### config.mk
export PLATFORM = sky130hd
export DESIGN_NAME = nvram_bus_ctrl
export DESIGN_NICKNAME = d
export VERILOG_FILES = /design/src/rtl/nvram_pkg.sv /design/src/rtl/nvram_phase_timer.sv /design/src/rtl/nvram_seq_fsm.sv /design/src/rtl/nvram_strobe_reg.sv /design/src/rtl/nvram_host_latch.sv /design/src/rtl/nvram_bus_ctrl.sv
export SDC_FILE = /design/constraint.sdc
export NUM_CORES = 1
export LEC_CHECK = 0
export BUFFER_PORTS_ARGS = -buffer_cell sky130_fd_sc_hd__clkbuf_2
export CAP_MARGIN = 40
export CORE_MARGIN = 1.5
export CORE_UTILIZATION = 49
export DETAILED_ROUTE_END_ITERATION = 16
export PLACE_DENSITY_LB_ADDON = 0.2
export REMOVE_ABC_BUFFERS = 1
export SKIP_CTS_REPAIR_TIMING = 1
export SYNTH_ARGS = -nofsm -noshare
export SYNTH_HDL_FRONTEND = slang
export SYNTH_SLANG_ARGS = --single-unit
export TNS_END_PERCENT = 100
### constraint.sdc
create_clock -name clk -period 4.3 [get_ports clk]
set_input_delay 0.215 -clock clk [delete_from_list [all_inputs] [get_ports clk]]
set_output_delay 0.215 -clock clk [all_outputs]
set_load 0.02 [all_outputs]
### src/rtl/nvram_pkg.sv
// Shared types for the battery-backed SRAM controller.
// Holds the sequencer state encoding and the strobe decode used by
// the strobe register, so both sides agree on what each phase drives.
package nvram_pkg;

    typedef enum logic [2:0] {
        ST_IDLE    = 3'd0,
        ST_WPULSE  = 3'd1,
        ST_WHOLD   = 3'd2,
        ST_RACC    = 3'd3,
        ST_RECOVER = 3'd4
    } seq_state_t;

    typedef struct packed {
        logic ce_n;
        logic we_n;
        logic oe_n;
        logic dq_oe;
    } strobe_t;

    // Strobe levels that belong to each sequencer phase.
    function automatic strobe_t strobes_for(input seq_state_t st);
        strobe_t s;
        s = '{ce_n: 1'b1, we_n: 1'b1, oe_n: 1'b1, dq_oe: 1'b0};
        case (st)
            ST_WPULSE: begin
                s.ce_n  = 1'b0;
                s.we_n  = 1'b0;
                s.dq_oe = 1'b1;
            end
            ST_WHOLD: s.dq_oe = 1'b1;
            ST_RACC: begin
                s.ce_n = 1'b0;
                s.oe_n = 1'b0;
            end
            default: ;
        endcase
        return s;
    endfunction

endpackage

### src/rtl/nvram_phase_timer.sv
// Down-counter that times one sequencer phase.
// Assumes: load value is (phase length - 1); done is high in the last
// cycle of the phase. Load wins over counting.
module nvram_phase_timer #(
    parameter int CNT_W = 2
) (
    input  logic             clk,
    input  logic             rst_n,
    input  logic             load,
    input  logic [CNT_W-1:0] load_val,
    output logic             done
);
    logic [CNT_W-1:0] cnt_q;

    // Count down the current phase, reload on phase entry.
    always_ff @(posedge clk) begin
        if (!rst_n) begin
            cnt_q <= '0;
        end else if (load) begin
            cnt_q <= load_val;
        end else if (cnt_q != '0) begin
            cnt_q <= cnt_q - 1'b1;
        end
    end

    assign done = (cnt_q == '0);

endmodule

### src/rtl/nvram_seq_fsm.sv
// Cycle sequencer: picks the phase order for reads, writes and refused
// writes, and loads the phase timer on each phase entry.
// Assumes: the host holds a request until acknowledged; supply_bad is
// sampled once, when the request is taken.
module nvram_seq_fsm
    import nvram_pkg::*;
#(
    parameter int ACC_CYC   = 2,
    parameter int SETUP_CYC = 2,
    parameter int HOLD_CYC  = 1,
    parameter int REC_CYC   = 1,
    parameter int CNT_W     = 2
) (
    input  logic             clk,
    input  logic             rst_n,
    input  logic             host_req,
    input  logic             host_wr,
    input  logic             supply_bad,
    input  logic             t_done,
    output seq_state_t       state_nxt,
    output logic             t_load,
    output logic [CNT_W-1:0] t_val,
    output logic             accept,
    output logic             finish,
    output logic             capture,
    output logic             blocked
);
    localparam logic [CNT_W-1:0] ACC_LD   = CNT_W'(ACC_CYC - 1);
    localparam logic [CNT_W-1:0] SETUP_LD = CNT_W'(SETUP_CYC - 1);
    localparam logic [CNT_W-1:0] HOLD_LD  = CNT_W'(HOLD_CYC - 1);
    localparam logic [CNT_W-1:0] REC_LD   = CNT_W'(REC_CYC - 1);

    seq_state_t state_q;

    // Next phase and timer reload from the current phase.
    always_comb begin
        state_nxt = state_q;
        t_load    = 1'b0;
        t_val     = '0;
        accept    = 1'b0;
        finish    = 1'b0;
        capture   = 1'b0;
        blocked   = 1'b0;
        case (state_q)
            ST_IDLE: begin
                if (host_req) begin
                    accept = 1'b1;
                    t_load = 1'b1;
                    if (host_wr && supply_bad) begin
                        blocked   = 1'b1;
                        state_nxt = ST_RECOVER;
                        t_val     = REC_LD;
                    end else if (host_wr) begin
                        state_nxt = ST_WPULSE;
                        t_val     = SETUP_LD;
                    end else begin
                        state_nxt = ST_RACC;
                        t_val     = ACC_LD;
                    end
                end
            end
            ST_WPULSE: begin
                if (t_done) begin
                    state_nxt = ST_WHOLD;
                    t_load    = 1'b1;
                    t_val     = HOLD_LD;
                end
            end
            ST_WHOLD: begin
                if (t_done) begin
                    state_nxt = ST_RECOVER;
                    t_load    = 1'b1;
                    t_val     = REC_LD;
                    finish    = 1'b1;
                end
            end
            ST_RACC: begin
                if (t_done) begin
                    state_nxt = ST_RECOVER;
                    t_load    = 1'b1;
                    t_val     = REC_LD;
                    finish    = 1'b1;
                    capture   = 1'b1;
                end
            end
            ST_RECOVER: begin
                if (t_done) begin
                    state_nxt = ST_IDLE;
                end
            end
            default: state_nxt = ST_IDLE;
        endcase
    end

    // Phase register.
    always_ff @(posedge clk) begin
        if (!rst_n) begin
            state_q <= ST_IDLE;
        end else begin
            state_q <= state_nxt;
        end
    end

endmodule

### src/rtl/nvram_strobe_reg.sv
// Registers the memory strobes from the next phase so that each pin
// leaves a flop and changes exactly on a phase boundary.
// Assumes: phase decode comes from nvram_pkg::strobes_for.
module nvram_strobe_reg
    import nvram_pkg::*;
(
    input  logic       clk,
    input  logic       rst_n,
    input  seq_state_t state_nxt,
    output logic       mem_ce_n,
    output logic       mem_we_n,
    output logic       mem_oe_n,
    output logic       mem_dq_oe
);
    strobe_t nxt_s;
    strobe_t cur_s;

    assign nxt_s = strobes_for(state_nxt);

    // Strobe flops, all inactive in reset.
    always_ff @(posedge clk) begin
        if (!rst_n) begin
            cur_s <= '{ce_n: 1'b1, we_n: 1'b1, oe_n: 1'b1, dq_oe: 1'b0};
        end else begin
            cur_s <= nxt_s;
        end
    end

    assign mem_ce_n  = cur_s.ce_n;
    assign mem_we_n  = cur_s.we_n;
    assign mem_oe_n  = cur_s.oe_n;
    assign mem_dq_oe = cur_s.dq_oe;

endmodule

### src/rtl/nvram_host_latch.sv
// Host-side datapath: holds address and write byte for the whole memory
// cycle, captures the read byte, and produces the ack/err pulse.
// Assumes: accept only in idle, so the latched values never move while
// a memory cycle is under way.
module nvram_host_latch #(
    parameter int ADDR_W = 15,
    parameter int DATA_W = 8
) (
    input  logic              clk,
    input  logic              rst_n,
    input  logic              accept,
    input  logic [ADDR_W-1:0] host_addr,
    input  logic [DATA_W-1:0] host_wdata,
    input  logic              capture,
    input  logic              finish,
    input  logic              blocked,
    input  logic [DATA_W-1:0] mem_dq_i,
    output logic [ADDR_W-1:0] addr_q,
    output logic [DATA_W-1:0] wdata_q,
    output logic [DATA_W-1:0] rdata_q,
    output logic              ack_q,
    output logic              err_q
);
    // Request latch: address and write byte, taken at acceptance.
    always_ff @(posedge clk) begin
        if (!rst_n) begin
            addr_q  <= '0;
            wdata_q <= '0;
        end else if (accept) begin
            addr_q  <= host_addr;
            wdata_q <= host_wdata;
        end
    end

    // Read capture at the last edge of the access window.
    always_ff @(posedge clk) begin
        if (!rst_n) begin
            rdata_q <= '0;
        end else if (capture) begin
            rdata_q <= mem_dq_i;
        end
    end

    // Completion pulse and refusal flag.
    always_ff @(posedge clk) begin
        if (!rst_n) begin
            ack_q <= 1'b0;
            err_q <= 1'b0;
        end else begin
            ack_q <= finish | blocked;
            err_q <= blocked;
        end
    end

endmodule

### src/rtl/nvram_bus_ctrl.sv
// Top: battery-backed SRAM bus controller. Turns single-byte host
// requests into timed strobe sequences on an asynchronous SRAM and
// refuses writes while the supply is flagged out of tolerance.
// Assumes: every *_CYC parameter is at least 1; the data bus is split
// into out/enable/in and resolved in the pad ring.
module nvram_bus_ctrl
    import nvram_pkg::*;
#(
    parameter int ADDR_W    = 15,
    parameter int DATA_W    = 8,
    parameter int ACC_CYC   = 2,
    parameter int SETUP_CYC = 2,
    parameter int HOLD_CYC  = 1,
    parameter int REC_CYC   = 1
) (
    input  logic              clk,
    input  logic              rst_n,
    input  logic              host_req,
    input  logic              host_wr,
    input  logic [ADDR_W-1:0] host_addr,
    input  logic [DATA_W-1:0] host_wdata,
    output logic              host_ack,
    output logic              host_err,
    output logic [DATA_W-1:0] host_rdata,
    input  logic              supply_bad,
    output logic              mem_ce_n,
    output logic              mem_we_n,
    output logic              mem_oe_n,
    output logic [ADDR_W-1:0] mem_addr,
    output logic [DATA_W-1:0] mem_dq_o,
    output logic              mem_dq_oe,
    input  logic [DATA_W-1:0] mem_dq_i
);
    localparam int MAX_AB  = (ACC_CYC > SETUP_CYC) ? ACC_CYC : SETUP_CYC;
    localparam int MAX_CD  = (HOLD_CYC > REC_CYC) ? HOLD_CYC : REC_CYC;
    localparam int MAX_CYC = (MAX_AB > MAX_CD) ? MAX_AB : MAX_CD;
    localparam int CNT_W   = (MAX_CYC < 2) ? 1 : $clog2(MAX_CYC);

    seq_state_t       state_nxt;
    logic             t_load;
    logic [CNT_W-1:0] t_val;
    logic             t_done;
    logic             accept;
    logic             finish;
    logic             capture;
    logic             op_blocked;

    nvram_phase_timer #(.CNT_W(CNT_W)) u_timer (
        .clk      (clk),
        .rst_n    (rst_n),
        .load     (t_load),
        .load_val (t_val),
        .done     (t_done)
    );

    nvram_seq_fsm #(
        .ACC_CYC   (ACC_CYC),
        .SETUP_CYC (SETUP_CYC),
        .HOLD_CYC  (HOLD_CYC),
        .REC_CYC   (REC_CYC),
        .CNT_W     (CNT_W)
    ) u_fsm (
        .clk        (clk),
        .rst_n      (rst_n),
        .host_req   (host_req),
        .host_wr    (host_wr),
        .supply_bad (supply_bad),
        .t_done     (t_done),
        .state_nxt  (state_nxt),
        .t_load     (t_load),
        .t_val      (t_val),
        .accept     (accept),
        .finish     (finish),
        .capture    (capture),
        .blocked    (op_blocked)
    );

    nvram_strobe_reg u_strobe (
        .clk       (clk),
        .rst_n     (rst_n),
        .state_nxt (state_nxt),
        .mem_ce_n  (mem_ce_n),
        .mem_we_n  (mem_we_n),
        .mem_oe_n  (mem_oe_n),
        .mem_dq_oe (mem_dq_oe)
    );

    nvram_host_latch #(.ADDR_W(ADDR_W), .DATA_W(DATA_W)) u_latch (
        .clk        (clk),
        .rst_n      (rst_n),
        .accept     (accept),
        .host_addr  (host_addr),
        .host_wdata (host_wdata),
        .capture    (capture),
        .finish     (finish),
        .blocked    (op_blocked),
        .mem_dq_i   (mem_dq_i),
        .addr_q     (mem_addr),
        .wdata_q    (mem_dq_o),
        .rdata_q    (host_rdata),
        .ack_q      (host_ack),
        .err_q      (host_err)
    );

endmodule

After elaboration in Yosys (flattened, before gate mapping). Cells that the tools add are included. Widths: inputs -> output; s select.

Logic and storage cells: 51. Output and inout port bits: 37. Register bits after elaboration: 41.

Reductions and logical operators: 6. Add/subtract/negate cells: 1. Bitwise logic cells: 1. Muxes and demuxes: 25. Eq/ne operators: 7.

Operator list (count): $mux 1 (17); $mux 3 (5); $eq 3x2->1 const B (4); $pmux 3 s4 (1); $eq 3x1->1 const B (2); $reduce_or 2->1 (3); $eq 3x3->1 const B (1); $logic_not 3->1 (1); $reduce_or 3->1 (1); $mux 2 (1); $pmux 1 s2 (1); $logic_and 1x1->1 (1); $or 1x1->1 (1); $sub 1x1->1 const B (1).

Depth between registers and ports, before layout.
Word-level depth: 7. Mapped depth: 6.

Modules after synthesis. From an unflattened synthesis, not the netlist that was laid out.

Cell total of the unflattened synthesis: 143. Area, all modules: 1611.5 sq um.

Modules (own cells, without submodules): nvram_host_latch (cells each 104, sequential area each 660.6 sq um, instances 1, area each 1248.7 sq um); nvram_seq_fsm (cells each 26, sequential area each 60.1 sq um, instances 1, area each 215.2 sq um); nvram_strobe_reg (cells each 10, sequential area each 80.1 sq um, instances 1, area each 117.6 sq um); nvram_phase_timer (cells each 3, sequential area each 20.0 sq um, instances 1, area each 30.0 sq um).

Worst setup path after synthesis. OpenSTA, ideal clock, no wires.

Kind: reg-to-reg. Start point: register u_fsm.state_q[1]. End point: register u_latch.addr_q[10]. Buffers on the path: 3. Path slack: 2874 ps. Stages on the path, launching flop included: 7. Data required time: 4184 ps. Arrival time: 1309 ps. Path through: dfxtp_1 buf_6 or4b_4 buf_6 buf_6 nand2_1 a21boi_1.

Cells in the longest elaborated chain, start to end: 2.

RTL lines: start: declaration (RTL line nvram_seq_fsm.sv:33) `seq_state_t state_q;`; start signal: assignment (RTL line nvram_seq_fsm.sv:100) `state_q <= state_nxt;`; $logic_not 3->1 (RTL line nvram_seq_fsm.sv:44) `case (state_q)`; $mux 1 (RTL line nvram_seq_fsm.sv:44); end signal: assignment (RTL line nvram_host_latch.sv:30) `addr_q <= host_addr;`; end: declaration (RTL line nvram_host_latch.sv:18) `output logic [ADDR_W-1:0] addr_q,`.

Every way passes these cells. A chain may end at the register's enable or synchronous reset.

Worst setup path in the final report.
Start point: register u_fsm.state_q[1]. End point: register u_latch.rdata_q[2].

Cells in the longest elaborated chain, start to end: 2.

RTL lines: $eq 3x2->1 (RTL line nvram_seq_fsm.sv:44); $mux 1 (RTL line nvram_seq_fsm.sv:44); end signal: assignment (RTL line nvram_host_latch.sv:40) `rdata_q <= mem_dq_i;`; end: declaration (RTL line nvram_host_latch.sv:20) `output logic [DATA_W-1:0] rdata_q,`.

Every way passes these cells.

==> flow_metrics.tcl <==
set metrics [dict create \
    gp_congestion 0.742 \
    first_pass_iters 4 \
    number_of_maximum_capacitance_constraint_violations 0 \
    cts_inserted_buffers 5 \
    effective_utilization_at_floorplan 0.513 \
    global_route_wire_length_before_repair_mm 5.22 \
    final.setup.worst_slack_ns 2.48 \
    floorplan.io_pins 73 \
    wirelength_mm 3.13 \
    register_to_register_path_setup_slack_ns 2.48 \
    clkTransAtPathRegs_ns 0.11 \
    largest_cells_by_area_after_synthesis "dfxtp_1 (52%), nand2_1 (14%), a21boi_1 (9.1%)" \
    fp.dieArea_sq_um 3550 \
    critPathKind "reg2reg" \
    min_path_type "in2reg" \
    final.period_utilization 0.423 \
    average_detailed_routed_wire_length_per_instance_um 10.8 \
    timing.fmax_mhz 549 \
    number_of_clock_sinks 41 \
    placement.cell_area_sq_um 1920 \
    pre_cts_ws_ns 2.52 \
    yosys-mux-area-fraction 0 \
    yosysWarnings 0 \
    post-route-cell-area_sq_um 2010 \
    worstSetupStartpointType "flop" \
    die_height_um 59.5 \
    place.port_buffers 72 \
    yosysSeqAreaShare 0.524 \
    remaining_drc_errors 0 \
    crit_path_cell_trace "nor4bb_2 > buf_4 > nand3_1 > o21ai_0" \
    synthesis.area_sq_um 1570 \
    arrival_ns 2.09 \
    fp-row-count 20 \
    power-per-cell-area_nw_per_um2 414 \
    max_slew.worst_pin.slew_ns 0.773 \
    grt_start_max_net_pins 44 \
    post_synth_fa_ha_maj_area_fraction 0 \
    post_synth.cell_area_avg_sq_um 8.95 \
    yosys.area_share.xor_xnor 0 \
    path_buf_inv 1 \
    grt_pass1_vias 1236 \
    maxSlewHeadroom 0.477 \
    syn2layout_area_growth_pct 28.3 \
    yosys.area_share.simple 0.249 \
    synthDominantCellAreaShare 0.524 \
    required_time_of_the_critical_path_ns 4.57 \
    clk-insertion-delay-late_ns 0.34 \
    max-clock-path-buffers 2 \
    rsz0062_at_grt "false" \
    vias 1373 \
    setup.worst_path.end_class "flop" \
    detailed_place_hpwl_mm 2.19 \
    via_per_inst 4.75 \
    mapped_cells 175 \
    track_usage 0.197 \
    core_area_sq_um 3050 \
    final.setup_skew_ns 0.00863 \
    timing_hold_violations_final 0 \
    worst_path_largest_cell_delay_ns 0.77 \
    yosysTopAreaCell "dfxtp_1" \
    grt_overflow_total 0 \
    outcome "finished clean" \
    stdcell_count 289 \
    cp_top_family "simple AND/OR/NAND/NOR gates" \
    insertedDiodeCount 0 \
    yosys-top-cells-count "nand2_1 (58), dfxtp_1 (41), a21boi_1 (19)" \
    cts_tree "done" \
    synth.most_common_cell "nand2_1" \
    number_of_antenna_violations_at_the_first_check_in_global_routing 0 \
    total_leakage_power_uw 0.000907 \
    finalSetupViolations 0 \
    synthesized_area_fraction_occupied_by_ao_oa_aoi_and_oai_cells 0.174 \
    critPathSlowestCell "nor4bb_2" \
    nets 280 \
    ys_ff_latch 41 \
    clock_tree.htree_level_count 2 \
    post-place-cells 281 \
    fillerInstances 285 \
    ys_types 27 \
    dominant_combinational_cell_family_by_area_after_synthesis "simple AND/OR/NAND/NOR gates" \
    path_max_fanout 9 \
    detail-route-antenna-nets 0 \
    synth_top_flop_cell "dfxtp_1" \
    post-route-min-period_ns 1.82 \
    timing.final.max_slew_violations 0 \
    final.setup.tns_ns 0 \
    die_w_um 59.5 \
    drive_gt1_frac 0.359 \
    share_of_flip_flops_with_an_asynchronous_set_or_reset 0 \
    drt_first_iter_violations 87 \
    cts_root_buf "clkbuf_4" \
    synth_enable_flop_cells 0 \
    worst_vdd_drop_uv 254 \
]
## kinds of logic after synthesis
| kind of cell | count (synthesis) |
|---|---|
| DFF | 41 |
| buffers and inverters | 13 |
| and+or+nand+nor | 83 |
| AOI/OAI and AO/OA | 38 |
## state kept, by name, summed over array words and instances (netlist names)
signal,flops
u_latch.addr_q,15
u_latch.rdata_q,8
u_latch.wdata_q,8
u_fsm.state_q,3
u_latch.ack_q,1
u_latch.err_q,1
u_strobe.mem_ce_n,1
u_strobe.mem_dq_oe,1
u_strobe.mem_oe_n,1
u_strobe.mem_we_n,1
u_timer.cnt_q,1
## path summary, 6_finish.rpt
check	startpoint	endpoint	depth (start not counted)
worst max-delay path	u_fsm.state_q[1]	u_latch.rdata_q[2]	4
worst min-delay path	host_wdata[2]	u_latch.wdata_q[2]	3
worst max register to register	u_fsm.state_q[1]	u_latch.rdata_q[2]	4
worst min register to register	u_latch.wdata_q[1]	u_latch.wdata_q[1]	2
## worst reg2reg max path, cell delays in order (launching register included)
cell and delay (ns):
dfxtp_1 0.52, nor4bb_2 0.77, buf_4 0.27, nand3_1 0.08
o21ai_0 0.11
## per-stage QoR
| stage | util | power [uW] | hold slack, ns |
|---|---|---|---|
| 2_1_floorplan | - | 527 | 0.337 |
| 5_1_grt | 0.658 | 883 | 0.0502 |
| 3_5_place_dp | 0.630 | 590 | 0.440 |
| 4_1_cts | 0.658 | 846 | 0.0552 |
| 6_report | 0.658 | 832 | 0.0798 |
| 3_3_place_gp | 0.628 | 589 | 0.429 |
## layout make-up
type / count / area [sq um] / share of cell area
Sequential cell: 41 / 821 / 0.408
Multi-Input combinational cell: 121 / 669 / 0.333
Timing Repair Buffer: 74 / 375 / 0.187
Clock buffer: 7 / 55.1 / 0.0274
Tap cell: 44 / 55.1 / 0.0274
Clock inverter: 1 / 30.0 / 0.0149
Inverter: 1 / 3.75 / 0.00187
## per-layer routing
layer  vias to the layer above  wire (um)  global-route usage
met2                        57       1390               0.336
met1                       595       1420               0.224
met5                         -          0                   0
met3                         5        273              0.0764
li1                        716          -                   -
met4                         0         41              0.0667
## power by group
part	total [uW]	switching [uW]	leakage, uW	internal, uW
logic	153	93.0	0.000527	60.2
clock network	252	113	0.0000455	139
registers	426	18.1	0.000335	408
total	832	225	0.000907	607
## placed cells by master, fill, tap and decap left out
| cell type | count |
|---|---|
| nand3b_1 | 2 |
| o221ai_1 | 1 |
| a21boi_1 | 19 |
| clkbuf_2 | 72 |
| clkbuf_8 | 1 |
| nand2_1 | 58 |
| or2_2 | 1 |
| o31a_1 | 1 |
| inv_1 | 1 |
| or4b_4 | 1 |
| nor2_2 | 1 |
| nor4bb_1 | 1 |
| clkbuf_1 | 1 |
| a21boi_0 | 4 |
| nor4b_4 | 1 |
| o21ai_0 | 8 |
| bufinv_16 | 1 |
| a21bo_2 | 1 |
| nand2b_1 | 3 |
| a211o_1 | 1 |
| nor4bb_2 | 1 |
| o22ai_2 | 1 |
| a21oi_1 | 1 |
| and2_1 | 1 |
| nor2b_1 | 1 |
| clkbuf_4 | 5 |
| a31oi_1 | 1 |
| nand3_1 | 9 |
| buf_4 | 2 |
| dfxtp_1 | 41 |
| nor2_1 | 3 |
Note: power is estimated with default switching activity, not from simulation.
